$ cat config.mk
export PLATFORM = sky130hd
export DESIGN_NAME = ipt_walker
export DESIGN_NICKNAME = d
export VERILOG_FILES = /design/src/rtl/ipt_pkg.sv /design/src/rtl/ipt_hash.sv /design/src/rtl/ipt_entry_match.sv /design/src/rtl/ipt_chain_guard.sv /design/src/rtl/ipt_walker.sv
export SDC_FILE = /design/constraint.sdc
export NUM_CORES = 1
export LEC_CHECK = 0
export BUFFER_PORTS_ARGS = -buffer_cell sky130_fd_sc_hd__buf_2
export CAP_MARGIN = 20
export CORE_MARGIN = 3
export CORE_UTILIZATION = 35
export DETAILED_ROUTE_END_ITERATION = 7
export PLACE_DENSITY = 0.63
export SLEW_MARGIN = 20
export SYNTH_ARGS = -nofsm -noshare
export SYNTH_HDL_FRONTEND = slang
export SYNTH_SLANG_ARGS = --single-unit
$ cat constraint.sdc
create_clock -name clk_i -period 4.4 [get_ports clk_i]
set_input_delay 0.88 -clock clk_i [delete_from_list [all_inputs] [get_ports clk_i]]
set_output_delay 0.88 -clock clk_i [all_outputs]
set_load 0.005 [all_outputs]
$ cat src/rtl/ipt_pkg.sv
package ipt_pkg;
  typedef enum logic [2:0] {
    ST_IDLE,
    ST_ANC_REQ,
    ST_ANC_WAIT,
    ST_ENT_REQ,
    ST_ENT_WAIT,
    ST_DONE
  } walk_state_e;
endpackage

$ cat src/rtl/ipt_hash.sv
module ipt_hash #(
  parameter int VPN_W = 20,
  parameter int IDX_W = 4
) (
  input  logic [VPN_W-1:0] vpn_i,
  output logic [IDX_W-1:0] idx_o
);
  localparam int NCHUNK = (VPN_W + IDX_W - 1) / IDX_W;
  localparam int PAD_W  = NCHUNK * IDX_W;

  logic [PAD_W-1:0] padded;
  logic [IDX_W-1:0] part [NCHUNK];

  assign padded = PAD_W'(vpn_i);

  for (genvar g = 0; g < NCHUNK; g++) begin : g_chunk
    assign part[g] = padded[g*IDX_W +: IDX_W];
  end

  always_comb begin
    idx_o = '0;
    for (int i = 0; i < NCHUNK; i++) idx_o = idx_o ^ part[i];
  end
endmodule

$ cat src/rtl/ipt_entry_match.sv
module ipt_entry_match #(
  parameter int          VPN_W      = 20,
  parameter int          ASID_W     = 4,
  parameter int          ADDR_W     = 16,
  parameter int          FRAME_W    = 8,
  parameter logic [15:0] TABLE_BASE = 16'h0100
) (
  input  logic [ASID_W+VPN_W+ADDR_W-1:0] entry_i,
  input  logic [ADDR_W-1:0]              addr_i,
  input  logic [VPN_W-1:0]               vpn_i,
  input  logic [ASID_W-1:0]              asid_i,
  output logic                           match_o,
  output logic [ADDR_W-1:0]              next_o,
  output logic                           next_null_o,
  output logic [FRAME_W-1:0]             pfn_o
);
  logic [ASID_W-1:0] e_asid;
  logic [VPN_W-1:0]  e_vpn;
  logic [ADDR_W-1:0] offset;

  assign {e_asid, e_vpn, next_o} = entry_i;
  assign match_o     = (e_asid == asid_i) && (e_vpn == vpn_i);
  assign next_null_o = &next_o;
  assign offset      = addr_i - ADDR_W'(TABLE_BASE);
  assign pfn_o       = offset[FRAME_W-1:0];
endmodule

$ cat src/rtl/ipt_chain_guard.sv
module ipt_chain_guard #(
  parameter int CNT_W = 8
) (
  input  logic             clk_i,
  input  logic             rst_ni,
  input  logic             start_i,
  input  logic [CNT_W-1:0] max_i,
  input  logic             step_i,
  output logic             last_o
);
  logic [CNT_W-1:0] cnt_q, max_q;

  always_ff @(posedge clk_i or negedge rst_ni) begin
    if (!rst_ni) begin
      cnt_q <= '0;
      max_q <= '0;
    end else if (start_i) begin
      cnt_q <= '0;
      max_q <= max_i;
    end else if (step_i) begin
      cnt_q <= cnt_q + 1'b1;
    end
  end

  // entry under evaluation is number cnt_q+1
  assign last_o = ({1'b0, cnt_q} + 1'b1) >= {1'b0, max_q};


  chain_bound_chk: assert property (@(posedge clk_i) disable iff (!rst_ni)
    (cnt_q <= max_q) || (cnt_q <= 1));
endmodule

$ cat src/rtl/ipt_walker.sv
module ipt_walker
  import ipt_pkg::*;
#(
  parameter int          VPN_W       = 20,
  parameter int          ASID_W      = 4,
  parameter int          IDX_W       = 4,
  parameter int          ADDR_W      = 16,
  parameter int          FRAME_W     = 8,
  parameter int          CNT_W       = 8,
  parameter logic [15:0] ANCHOR_BASE = 16'h0010,
  parameter logic [15:0] TABLE_BASE  = 16'h0100
) (
  input  logic                           clk_i,
  input  logic                           rst_ni,
  input  logic                           req_valid_i,
  output logic                           req_ready_o,
  input  logic [VPN_W-1:0]               req_vpn_i,
  input  logic [ASID_W-1:0]              req_asid_i,
  input  logic [CNT_W-1:0]               max_chain_i,
  output logic                           mem_req_o,
  output logic [ADDR_W-1:0]              mem_addr_o,
  input  logic                           mem_rvalid_i,
  input  logic [ASID_W+VPN_W+ADDR_W-1:0] mem_rdata_i,
  output logic                           done_o,
  output logic                           hit_o,
  output logic                           fault_o,
  output logic                           loop_err_o,
  output logic [FRAME_W-1:0]             pfn_o
);
  localparam logic [ADDR_W-1:0] NULL_PTR = '1;

  walk_state_e       state_q;
  logic [VPN_W-1:0]  vpn_q;
  logic [ASID_W-1:0] asid_q;
  logic [ADDR_W-1:0] ptr_q;
  logic              hit_q, fault_q, loop_q;
  logic [FRAME_W-1:0] pfn_q;

  logic [IDX_W-1:0]   idx;
  logic [ADDR_W-1:0]  anc_ptr, next_ptr;
  logic               ent_match, next_null, chain_last;
  logic [FRAME_W-1:0] ent_pfn;
  logic               accept, step;

  assign accept  = (state_q == ST_IDLE) && req_valid_i;
  assign step    = (state_q == ST_ENT_WAIT) && mem_rvalid_i;
  assign anc_ptr = mem_rdata_i[ADDR_W-1:0];

  ipt_hash #(.VPN_W(VPN_W), .IDX_W(IDX_W)) u_hash (
    .vpn_i (vpn_q),
    .idx_o (idx)
  );

  ipt_entry_match #(
    .VPN_W(VPN_W), .ASID_W(ASID_W), .ADDR_W(ADDR_W),
    .FRAME_W(FRAME_W), .TABLE_BASE(TABLE_BASE)
  ) u_match (
    .entry_i     (mem_rdata_i),
    .addr_i      (ptr_q),
    .vpn_i       (vpn_q),
    .asid_i      (asid_q),
    .match_o     (ent_match),
    .next_o      (next_ptr),
    .next_null_o (next_null),
    .pfn_o       (ent_pfn)
  );

  ipt_chain_guard #(.CNT_W(CNT_W)) u_guard (
    .clk_i   (clk_i),
    .rst_ni  (rst_ni),
    .start_i (accept),
    .max_i   (max_chain_i),
    .step_i  (step),
    .last_o  (chain_last)
  );

  always_ff @(posedge clk_i or negedge rst_ni) begin
    if (!rst_ni) begin
      state_q <= ST_IDLE;
      vpn_q   <= '0;
      asid_q  <= '0;
      ptr_q   <= '0;
      hit_q   <= 1'b0;
      fault_q <= 1'b0;
      loop_q  <= 1'b0;
      pfn_q   <= '0;
    end else begin
      unique case (state_q)
        ST_IDLE: if (req_valid_i) begin
          vpn_q   <= req_vpn_i;
          asid_q  <= req_asid_i;
          hit_q   <= 1'b0;
          fault_q <= 1'b0;
          loop_q  <= 1'b0;
          pfn_q   <= '0;
          state_q <= ST_ANC_REQ;
        end
        ST_ANC_REQ: state_q <= ST_ANC_WAIT;
        ST_ANC_WAIT: if (mem_rvalid_i) begin
          if (anc_ptr == NULL_PTR) begin
            fault_q <= 1'b1;
            state_q <= ST_DONE;
          end else begin
            ptr_q   <= anc_ptr;
            state_q <= ST_ENT_REQ;
          end
        end
        ST_ENT_REQ: state_q <= ST_ENT_WAIT;
        ST_ENT_WAIT: if (mem_rvalid_i) begin
          if (ent_match) begin
            hit_q   <= 1'b1;
            pfn_q   <= ent_pfn;
            state_q <= ST_DONE;
          end else if (next_null) begin
            fault_q <= 1'b1;
            state_q <= ST_DONE;
          end else if (chain_last) begin
            fault_q <= 1'b1;
            loop_q  <= 1'b1;
            state_q <= ST_DONE;
          end else begin
            ptr_q   <= next_ptr;
            state_q <= ST_ENT_REQ;
          end
        end
        ST_DONE: state_q <= ST_IDLE;
        default: state_q <= ST_IDLE;
      endcase
    end
  end

  assign req_ready_o = (state_q == ST_IDLE);
  assign mem_req_o   = (state_q == ST_ANC_REQ) || (state_q == ST_ENT_REQ);
  assign mem_addr_o  = (state_q == ST_ANC_REQ) ? ADDR_W'(ANCHOR_BASE) + ADDR_W'(idx) : ptr_q;
  assign done_o      = (state_q == ST_DONE);
  assign hit_o       = hit_q;
  assign fault_o     = fault_q;
  assign loop_err_o  = loop_q;
  assign pfn_o       = pfn_q;


  mem_req_pulse_chk: assert property (@(posedge clk_i) disable iff (!rst_ni)
    mem_req_o |=> !mem_req_o);


  anchor_first_chk: assert property (@(posedge clk_i) disable iff (!rst_ni)
    (req_valid_i && req_ready_o) |=> mem_req_o);


  done_onehot_chk: assert property (@(posedge clk_i) disable iff (!rst_ni)
    done_o |-> ($countones({hit_o, fault_o}) == 1));


  ready_after_done_chk: assert property (@(posedge clk_i) disable iff (!rst_ni)
    done_o |=> (req_ready_o && !done_o));


  loop_is_fault_chk: assert property (@(posedge clk_i) disable iff (!rst_ni)
    loop_err_o |-> fault_o);
endmodule

---- Word level (Yosys, flattened, before mapping) ----
Index checks and enable logic that the tools add are counted.
word-level totals
  register bits ........................... 70
  bits of input ports ..................... 76
  output and inout port bits .............. 30
  word-level logic and storage cells ...... 91
operators by class
  add/sub/neg operators ................... 4
  magnitude comparators ................... 1
  equal/unequal tests ..................... 19
  muxes and demuxes ....................... 37
  bitwise logic cells ..................... 4
  reduce and logical (&&, ||, !) cells .... 16
operators with widths
  operator                                              count
  2-to-1 mux 16 bit                                     7
  2-to-1 mux 8 bit                                      5
  one-hot mux 16 bit (2 select lines)                   1
  2-to-1 mux 3 bit                                      7
  equality test 20 bit                                  1
  != test 2 bit (second input constant)                 10
  equality test 16 bit (second input constant)          1
  one-hot mux 8 bit (2 select lines)                    1
  AND reduction 16 bit                                  1
  XOR 4 bit                                             4
  one-hot mux 3 bit (5 select lines)                    1
  AND reduction 7 bit                                   2
  2-to-1 mux 1 bit                                      12
  adder 8 x 1 -> 9 bit (second input constant)          1
  greater-or-equal comparator 9 x 8 -> 1 bit            1
  adder 8 x 1 -> 8 bit (second input constant)          1
  subtractor 8 x 1 -> 8 bit (second input constant)     1
  adder 5 x 4 -> 6 bit (first input constant)           1
  equality test 3 x 2 -> 1 bit (second input constant)  2
  equality test 3 bit (second input constant)           2
  AND reduction 6 bit                                   1
  nonzero test 2 bit                                    3
  equality test 4 bit                                   1
  one-hot mux 1 bit (2 select lines)                    2
  10 further kinds                                      12

---- Logic depth before layout (Yosys ltp) ----
Gate-level depths: netlist (run 1).
  word-level depth ........................ 7
  gate-level depth with buffers ........... 11
  depth with buffers taken out ............ 10

---- Cells and area by module ----
From an unflattened synthesis (run 1), not the netlist that was laid out.
second synthesis, totals
  cells, all modules ...................... 406
  area total of the unflattened synthesis .. 4093.9 um^2
modules (own cells, without submodules)
  module           instances  cells each  area each (um^2)  seq. area each (um^2)
  ipt_walker       1          233         2529.9            1351.3
  ipt_chain_guard  1          100         928.4             400.4
  ipt_entry_match  1          61          475.5             0.0
  ipt_hash         1          12          160.2             0.0

---- Least setup slack after synthesis (run 1) ----
No wires, ideal clock.
  kind .................................... reg2reg
  from .................................... register u_guard.cnt_q[0]
  to ...................................... register ptr_q[10]
  setup time .............................. 0.125 ns
  arrival ................................. 3.013 ns
  required time ........................... 4.275 ns
  setup slack ............................. 1.261 ns
  cell stages (with the launch flop) ...... 12
  buffers on the path ..................... 1
  period minus slack after synthesis ...... 3.139 ns
  cell sequence ........................... dfrtp_1 -> ha_1 -> nand4_1 -> xnor2_1 -> ha_1 -> o21a_1 -> o21ai_1 -> a211oi_1 -> or4_4 -> a221oi_4 -> buf_12 -> mux2_4
on the way
  word-level cells in the longest chain between the ends .. 4
ends and longest elaborated chain
  item                                        RTL line               RTL
  start: declaration                          ipt_chain_guard.sv:11  logic [CNT_W-1:0] cnt_q, max_q;
  start signal: assignment                    ipt_chain_guard.sv:21  cnt_q <= cnt_q + 1'b1;
  adder 8 x 1 -> 9 bit                        ipt_chain_guard.sv:26  assign last_o = ({1'b0, cnt_q} + 1'b1) >= {1'b0, max_q};
  greater-or-equal comparator 9 x 8 -> 1 bit  ipt_chain_guard.sv:26
  != test 2 bit (no line)                     n/a
  AND reduction 7 bit (no line)               n/a
  end signal: assignment                      ipt_walker.sv:104      ptr_q <= anc_ptr;
  end signal: assignment                      ipt_walker.sv:122      ptr_q <= next_ptr;
  end: declaration                            ipt_walker.sv:35       logic [ADDR_W-1:0] ptr_q;
No other way between the ends.
A chain may end at the register's enable or synchronous reset.

---- Worst setup path after layout (run 1) ----
  from .................................... register u_guard.cnt_q[0]
  to ...................................... register ptr_q[1]
Same word-level chain as after synthesis.

==> metrics.txt, run 1 <==
run status=complete, no violations; CP cell instances=ha_1 > nand4_1 > xnor2_1 > ha_1 > o21a_1 > o21ai_1 > a211oi_1 > or4_4 > a221oi_4 > buf_4 > mux2_2; diode count=0; post-synth cell types=39; initial antenna violation count=0; max-cap violation count=0; count of pins over their slew limit=0; Critical Path RT=4.64 ns; Slowest-stage cell, CP=or4_4; worst rel slew slack=31.5%; vias in the first global route=2,949; setup TNS=0 ns; Synth Cell Area=0.00372 mm^2; WHS=0.478 ns; Reg2Reg Setup Slack=1.05 ns; final hold vios=0; drt initial violations=97; Hold Crit Class=flop to flop; syn avg cell area=11.5 um^2; TritonCTS Buffers=9; die width=109 um; Final HPWL DP=6900 um; Power Dens Cells=635 mW/mm^2; CP startpoint=u_guard.cnt_q[0]; RR Startpoint=u_guard.cnt_q[0]; Starting Density=36.0%; syn nets=409; IO Pins=106; post-CTS setup buffers=0; Via Count=2,778; placement row count=37; Pre-antenna DRT Iters=4; Gate Count Post-Synth=324; Peak VDD IR=0.269 mV; GPL Wtd Cong=0.823; largest stage delay on the critical path=0.54 ns; antenna-violating nets left=0; hold_buf cts=0; deepest level of the CTS H-tree=3; Die Y=109 um; first-pass GRT wire length=14,700 um; largest net degree at the start of global routing=45; worst skew pair latency=0.34 ns; Final Critical Period=3.35 ns; Post-Route WL=8890 um; sequential share of the synthesized area=47.1%; Critical Path End Type=flop; RSZ-0062 raised after global routing=false; Least-Margin Pin Slew=1.02 ns; CTS tree=built; hold path start=hit_o; Arrival @ worst endpoint=3.58 ns; share of layout cells above drive strength 1=39.9%; critical path fanouts, max=16; startpoint types=flop; Placeable Area=0.0103 mm^2; clk slew on worst S/H paths=0.09 ns; # port buffers=105; Die ar.=0.0119 mm^2; clk sinks=70; synthesis-stage register bit count=70; P&R area growth vs syn=22.6%; crit path kind=flop to flop; EDFF count, synth=0; Final period util=76.0%; Root Buffer=clkbuf_8; Routed WL per cell=15.5 um; global route overflow=0; CTS Buffer Depth=2; detail-routed via count per cell=4.86; post-synthesis async set-or-reset flop share=100%; Fmax achieved=0.299 GHz; Synthesis Warnings=0; Final setup viols=0; post-cts resize count=0; Main synth FF type=dfrtp_1; CP dominant cell by count=ha_1; leakage power=2.27 nW; # DRC=0; gr usage total=15.9%; clk_skew=0.0128 ns; nets=516
## where the power goes
| group | total (mW) | internal (mW) | switching, mW |
|---|---|---|---|
| combinational | 1.29 | 0.729 | 0.563 |
| sequential | 1.13 | 0.900 | 0.226 |
| clock | 0.478 | 0.223 | 0.255 |
| total | 2.90 | 1.85 | 1.04 |
## cell usage in the layout, fill, tap and decap left out, types with 2 or more instances in the layout
cell / netlist / final
a211oi_1: 2 / 2
a21oi_1: 7 / 7
a22o_1: 3 / 3
and2_1: 11 / 11
and3_1: 3 / 3
buf_2: 0 / 104
buf_4: 0 / 3
clkbuf_8: 0 / 10
clkinv_4: 0 / 2
clkinvlp_4: 0 / 2
dfrtp_1: 70 / 70
ha_1: 9 / 9
inv_1: 15 / 15
mux2_2: 38 / 38
mux2_4: 10 / 10
mux2i_1: 10 / 10
nand2_1: 28 / 27
nand2b_1: 3 / 3
nand3_1: 3 / 3
nand4_1: 7 / 7
nor2_1: 8 / 8
nor3_1: 2 / 2
nor4_1: 8 / 8
o21a_1: 2 / 2
o21ai_0: 11 / 11
o31ai_1: 3 / 3
xnor2_1: 16 / 16
xor2_1: 30 / 30
## cell usage after synthesis, types with 2 or more instances
| library cell | number | area (um^2) |
|---|---|---|
| a22o_1 | 3 | 26.3 |
| nor3_1 | 2 | 10.0 |
| dfrtp_1 | 70 | 1750 |
| nand2b_1 | 3 | 18.8 |
| nor2_1 | 8 | 30.0 |
| mux2_2 | 38 | 428 |
| xnor2_1 | 16 | 140 |
| nand4_1 | 7 | 43.8 |
| o31ai_1 | 3 | 22.5 |
| o21ai_0 | 11 | 55.1 |
| nand3_1 | 3 | 15.0 |
| xor2_1 | 30 | 263 |
| clkbuf_1 | 10 | 37.5 |
| inv_1 | 15 | 56.3 |
| mux2i_1 | 10 | 100 |
| and2_1 | 11 | 68.8 |
| a211oi_1 | 2 | 15.0 |
| nor4_1 | 8 | 50.1 |
| o21a_1 | 2 | 15.0 |
| nand2_1 | 28 | 105 |
| ha_1 | 9 | 113 |
| and3_1 | 3 | 18.8 |
| mux2_4 | 10 | 150 |
| a21oi_1 | 7 | 35.0 |
## layer usage
| layer | vias to the layer above | GRT usage (%) | part of all wire, % |
|---|---|---|---|
| li1 | 1344 | - | - |
| met1 | 1328 | 20.1 | 43 |
| met2 | 93 | 25.1 | 46 |
| met3 | 13 | 5.45 | 8.3 |
| met4 | 0 | 5.86 | 2.1 |
| met5 | - | 0 | 0 |
## area by class of cell
type | count | area [um^2]
clock buffer | 10 | 138
clock inverter | 6 | 46.3
fill | 997 | 5760
inverter | 15 | 56.3
multi-input combinational | 228 | 1860
sequential | 70 | 1750
tap | 136 | 170
timing repair buffer | 107 | 543
## per-stage QoR
step | utilization, % | area (um^2) | power [mW] | setup slack (ns) | std cells
after global routing | 44.2 | 4560 | 3.14 | 0.805 | 572
after global placement | 42.4 | 4380 | 2.42 | 1.16 | 556
after CTS | 44.2 | 4560 | 2.96 | 1.04 | 572
after detailed placement | 42.4 | 4380 | 2.46 | 1.05 | 556
after floorplan | - | 3720 | 2.07 | 1.26 | 324
final | 44.2 | 4560 | 2.90 | 1.05 | 572
## state kept, by name, summed over array words and instances (netlist names)
| register | count |
|---|---|
| ptr_q | 16 |
| u_guard.cnt_q | 8 |
| hit_o | 1 |
| asid_q | 4 |
| fault_o | 1 |
| u_guard.max_q | 8 |
| pfn_o | 8 |
| state_q | 3 |
| vpn_q | 20 |
| loop_err_o | 1 |
## worst max-delay path, delay by kind of cell, from the launching register on
kind / cells / cell delay [ns]
adders and majority gates: 2 / 0.59
xor gates and xnor gates: 1 / 0.17
AOI/OAI and AO/OA: 4 / 0.62
muxes: 1 / 0.37
DFF: 1 / 0.43
buffers and inverters: 1 / 0.32
and+or+nand+nor: 2 / 0.74
## cell families after synthesis
family / share of synthesized area (%)
flip-flops: 47.1
buffers and inverters: 3.06
XOR/XNOR: 10.8
AND/OR/NAND/NOR: 10.8
AO/OA/AOI/OAI: 6.96
adder cells (fa/ha/maj): 3.03
multiplexers: 18.2
## final timing paths
path	to	depth (start not counted)
max in group asynchronous	pfn_o[3]	2
min reg2reg	hit_o	2
max	ptr_q[1]	11
min	hit_o	2
min in group asynchronous	pfn_o[6]	1
max reg2reg	ptr_q[1]	11
(Power assumes the default switching activity.)
==> run 2: changes to the inputs <==
--- a/config.mk
+++ b/config.mk
@@ -10,7 +10,7 @@
 export CORE_MARGIN = 3
 export CORE_UTILIZATION = 35
 export DETAILED_ROUTE_END_ITERATION = 7
-export PLACE_DENSITY = 0.63
+export PLACE_DENSITY = 0.66
 export SLEW_MARGIN = 20
 export SYNTH_ARGS = -nofsm -noshare
 export SYNTH_HDL_FRONTEND = slang
==> constraint.sdc (replaced) <==
create_clock -name clk_i -period 3 [get_ports clk_i]
set_input_delay 0.6 -clock clk_i [delete_from_list [all_inputs] [get_ports clk_i]]
set_output_delay 0.6 -clock clk_i [all_outputs]
set_load 0.005 [all_outputs]
==> run 2 against run 1 <==
The run now ends with negative setup slack left. Critical path depth is 1 higher. First-iteration DRC count is 23% higher. Count of clock-buffer cells in the layout decreased by 1. Sequential cell count stayed put. Sequential power grew 46%. Non-clock buffer count grew 14. Utilization grew 2.0 points. Hold slack worse by 0.091 ns. Combinational power grew 54%. Fmax grew 11%. Critical endpoint unchanged.
==> metrics.txt, run 2 (same netlist as run 1, synthesis figures left out) <==
critical path fanouts, max=8; placement row count=37; Critical Path RT=3.23 ns; count of pins over their slew limit=0; share of layout cells above drive strength 1=42.9%; Post-Route WL=8800 um; initial antenna violation count=0; first-pass GRT wire length=14,400 um; max-cap violation count=0; global route overflow=0; RSZ-0062 raised after global routing=true; Peak VDD IR=0.337 mV; Critical Path End Type=flop; Via Count=2,843; Starting Density=36.0%; WHS=0.386 ns; run status=finished, violations left; leakage power=2.38 nW; # port buffers=105; Final Critical Period=3.02 ns; startpoint types=flop; Pre-antenna DRT Iters=5; worst skew pair latency=0.35 ns; Arrival @ worst endpoint=3.25 ns; gr usage total=15.8%; CTS tree=built; antenna-violating nets left=0; violated checks=negative setup slack; top flop regs=vpn_q: 20 flops, ptr_q: 16 flops; highest-count cells in the layout ignoring fill and taps=buf_2, dfrtp_1, mux2_2; diode count=0; IO Pins=106; drt initial violations=119; # DRC=0; commonest non-fill, non-tap cell in the layout=buf_2; setup ws final=-0.0203 ns; largest net degree at the start of global routing=71; Die Y=109 um; CTS Buffer Depth=2; Final HPWL DP=6800 um; clk_skew=0.0158 ns; nets=530; Placeable Area=0.0103 mm^2; largest reg by FF count=vpn_q; Largest register FFs=20; dpl ws=-0.0520 ns; hold_buf cts=0; worst rel slew slack=41.2%; Die ar.=0.0119 mm^2; clk sinks=70; crit path kind=flop to flop; Routed WL per cell=15.0 um; Fmax achieved=0.331 GHz; Hold Crit Class=input pin to async pin; Root Buffer=clkbuf_8; detail-routed via count per cell=4.85; Final period util=101%; final hold vios=0; deepest level of the CTS H-tree=3; P&R area growth vs syn=28.2%; vias in the first global route=2,954; TritonCTS Buffers=9; die width=109 um; Power Dens Cells=941 mW/mm^2; Final setup viols=6; Least-Margin Pin Slew=0.883 ns; clk slew on worst S/H paths=0.08 ns; GPL Wtd Cong=0.862
run 2: layout make-up:
class	instances	area, um^2
well taps	136	170
inverters	15	56.3
clock inverters	7	95.1
repair buffers	121	684
clock buffers	9	124
multi-input cells	228	1890
fillers	1000	5560
flip-flops and latches	70	1750
run 2: metrics by stage:
step | cell area [um^2] | setup TNS [ns] | util [%] | power, mW | instances
floorplan | 3730 | -0.610 | - | 3.04 | 324
global route | 4770 | -3.15 | 46.2 | 4.87 | 586
finish | 4770 | -0.0703 | 46.2 | 4.49 | 586
detailed placement | 4480 | -0.304 | 43.4 | 3.67 | 566
global placement | 4480 | 0 | 43.4 | 3.61 | 566
CTS | 4750 | -0.0573 | 46.0 | 4.58 | 585
run 2: per-layer routing:
layer | vias to the layer above | part of all wire, % | global-route usage (%) | wire (um)
met5 | - | 0 | 0 | 0
met4 | 0 | 1.5 | 5.68 | 136
met3 | 11 | 7.1 | 3.43 | 624
met2 | 112 | 48 | 25.8 | 4240
met1 | 1344 | 43 | 20.4 | 3800
li1 | 1376 | - | - | -
run 2: final timing paths:
path	start	to	slack (ns)	cells after the start
max	u_guard.cnt_q[2]	ptr_q[1]	-0.02	12
min	rst_ni	fault_o	0.39	1
max reg2reg	u_guard.cnt_q[2]	ptr_q[1]	-0.02	12
min reg2reg	hit_o	hit_o	0.48	2
max in group asynchronous	rst_ni	vpn_q[0]	2.05	1
min in group clk_i	req_vpn_i[15]	vpn_q[15]	0.47	2
run 2: worst max-delay path: stages, from the launching register on:
cell	delay [ns]
dfrtp_1	0.35
and2_4	0.16
nand4_1	0.16
xnor2_1	0.18
ha_1	0.28
o21a_1	0.19
o21ai_2	0.14
a21oi_2	0.05
or4_4	0.50
a221oi_4	0.28
buf_6	0.16
buf_12	0.13
mux2_2	0.33
run 2: what timing repair did:
| item | in CTS | in global routing |
|---|---|---|
| setup endpoints to repair | 16 | 16 |
| pin swaps | 3 | 0 |
| hold endpoints to repair | 0 | 0 |
| gates cloned | 1 | 0 |
| resized for setup | 3 | 2 |
| setup buffers | 2 | 1 |
run 2: power breakdown:
| part | switching, mW | internal, mW |
|---|---|---|
| clock network | 0.378 | 0.471 |
| registers | 0.329 | 1.32 |
| logic | 0.856 | 1.13 |
==> run 3: changes to the inputs <==
==> constraint.sdc (replaced) <==
create_clock -name clk_i -period 3 [get_ports clk_i]
set_input_delay 0.45 -clock clk_i [delete_from_list [all_inputs] [get_ports clk_i]]
set_output_delay 0.45 -clock clk_i [all_outputs]
set_load 0.005 [all_outputs]
==> run 3 against run 2 <==
The flow still finishes with violations (negative setup slack). Clock skew barely moved. First-iteration DRC count up 9.2%. Highest routed layer unchanged. Critical path depth is the same. Count of clock-buffer cells in the layout is the same. Non-clock buffer count rose by 2. Wire length is 0.48% higher. Sequential cell count stayed put. Global-route usage shrank 0.30 points. Hold slack got worse by 0.16 ns. Combinational power rose by 3%.
==> metrics.txt, run 3 (same netlist as run 1, synthesis figures left out) <==
# DRC=0; IO Pins=106; footprint of the multi-input gates=0.00190 mm^2; Critical Path End Type=flop; CTS tree=built; vias in the first global route=2,972; Post-Route WL=8840 um; share of layout cells above drive strength 1=43.1%; clk slew on worst S/H paths=0.09 ns; total power=4.39 mW; clk_skew=0.0154 ns; Critical Path RT=3.24 ns; RR Startpoint=u_guard.cnt_q[3]; leakage power=2.37 nW; Seq. cell area=0.00175 mm^2; Placeable Area=0.0103 mm^2; placement row count=37; Largest register FFs=20; worst rel slew slack=41.0%; RSZ-0062 raised after global routing=true; detail-routed via count per cell=4.79; WHS=0.227 ns; reg2reg path depth=12; nets=532; final hold vios=0; top flop regs=vpn_q: 20 flops, ptr_q: 16 flops; crit path kind=flop to flop; Die ar.=0.0119 mm^2; Arrival @ worst endpoint=3.28 ns; drt initial violations=130; hold_buf cts=0; Starting Density=36.0%; max-cap violation count=0; Via Count=2,815; setup ws final=-0.0400 ns; antenna-violating nets left=0; Peak VDD IR=0.388 mV; GPL Wtd Cong=0.851; largest reg by FF count=vpn_q; CTS Buffer Depth=2; Die Y=109 um; Fmax achieved=0.329 GHz; critical path fanouts, max=8; Reg2Reg Setup Slack=-0.04 ns; Final Critical Period=3.04 ns; violated checks=negative setup slack; setup TNS=-0.266 ns; # port buffers=105; deepest level of the CTS H-tree=3; Pre-antenna DRT Iters=4; diode count=0; commonest non-fill, non-tap cell in the layout=buf_2; gr usage total=15.5%; Hold Crit Class=input pin to async pin; Final HPWL DP=6580 um; fillcell total=958; worst skew pair latency=0.35 ns; P&R area growth vs syn=27.8%; Routed WL per cell=15.0 um; initial antenna violation count=0; startpoint types=flop; first-pass GRT wire length=14,200 um; Root Buffer=clkbuf_8; highest-count cells in the layout ignoring fill and taps=buf_2, dfrtp_1, mux2_2; die width=109 um; clk sinks=70; global route overflow=0; count of pins over their slew limit=0; Final setup viols=16; run status=finished, violations left; largest net degree at the start of global routing=71; Power Dens Cells=922 mW/mm^2; Least-Margin Pin Slew=0.885 ns; TritonCTS Buffers=9; Final period util=101%; R2R Path End=ptr_q[15]
==> run 3: changes by cell type in the layout (fill, tap and decap cells not counted), sizes merged <==
cell,delta
bufinv,-2
clkinvlp,+2
buf,+2
==> run 3: how the worst max path moves through the flow <==
stage	startpoint	to	slack, ns	cells past startpoint
final	u_guard.cnt_q[3]	ptr_q[15]	-0.04	12
after global routing	u_guard.cnt_q[2]	ptr_q[0]	-0.15	12
after CTS	u_guard.cnt_q[3]	ptr_q[15]	-0.02	12
after detailed placement	u_guard.cnt_q[3]	ptr_q[1]	-0.06	11
after global placement	u_guard.cnt_q[2]	ptr_q[15]	0.01	11
after floorplan	u_guard.cnt_q[2]	ptr_q[10]	-0.06	11
==> run 3: metrics by stage <==
| step | instances | utilization [%] | cell area (um^2) | worst slack [ns] |
|---|---|---|---|---|
| after global routing | 588 | 46.1 | 4750 | -0.146 |
| after CTS | 585 | 45.8 | 4730 | -0.0222 |
| final | 588 | 46.1 | 4750 | -0.0400 |
| after global placement | 566 | 43.4 | 4480 | 0.0117 |
| after floorplan | 324 | - | 3730 | -0.0610 |
| after detailed placement | 566 | 43.4 | 4480 | -0.0621 |
==> run 3: metal layers <==
metal	track usage (%)	wire length [um]
met5	0	0
met4	6.49	204
met3	3.43	558
met2	24.7	4170
met1	20.2	3910
==> run 3: layout make-up <==
type                            count  area share (%)
Inverter                           15            1.18
Clock inverter                      7            1.21
Clock buffer                        9            2.61
Timing Repair Buffer              123            14.7
Sequential cell                    70            36.8
Multi-Input combinational cell    228            39.9
Tap cell                          136            3.58
==> run 3: worst max-delay path: stages, from the launching register on <==
cell and delay [ns]:
dfrtp_1 0.35, and2_4 0.16, nand4_1 0.16, xnor2_1 0.21, ha_1 0.25, o21a_1 0.20, o21ai_2 0.16, a21oi_2 0.06
or4_4 0.49, a221oi_4 0.28, buf_6 0.16, buf_12 0.13, mux2_2 0.33
==> run 3: where the power goes <==
| group | internal [mW] | switching [mW] |
|---|---|---|
| Clock | 0.308 | 0.393 |
| Sequential | 1.32 | 0.329 |
| Combinational | 1.15 | 0.883 |
| Total | 2.78 | 1.60 |
==> run 3: timing repair <==
item                       4_1_cts  5_1_grt
gates cloned                     1        0
pin swaps                        3        1
resized for setup                7        1
setup endpoints to repair       16       16
hold endpoints to repair         0        0
setup buffers                    2        3
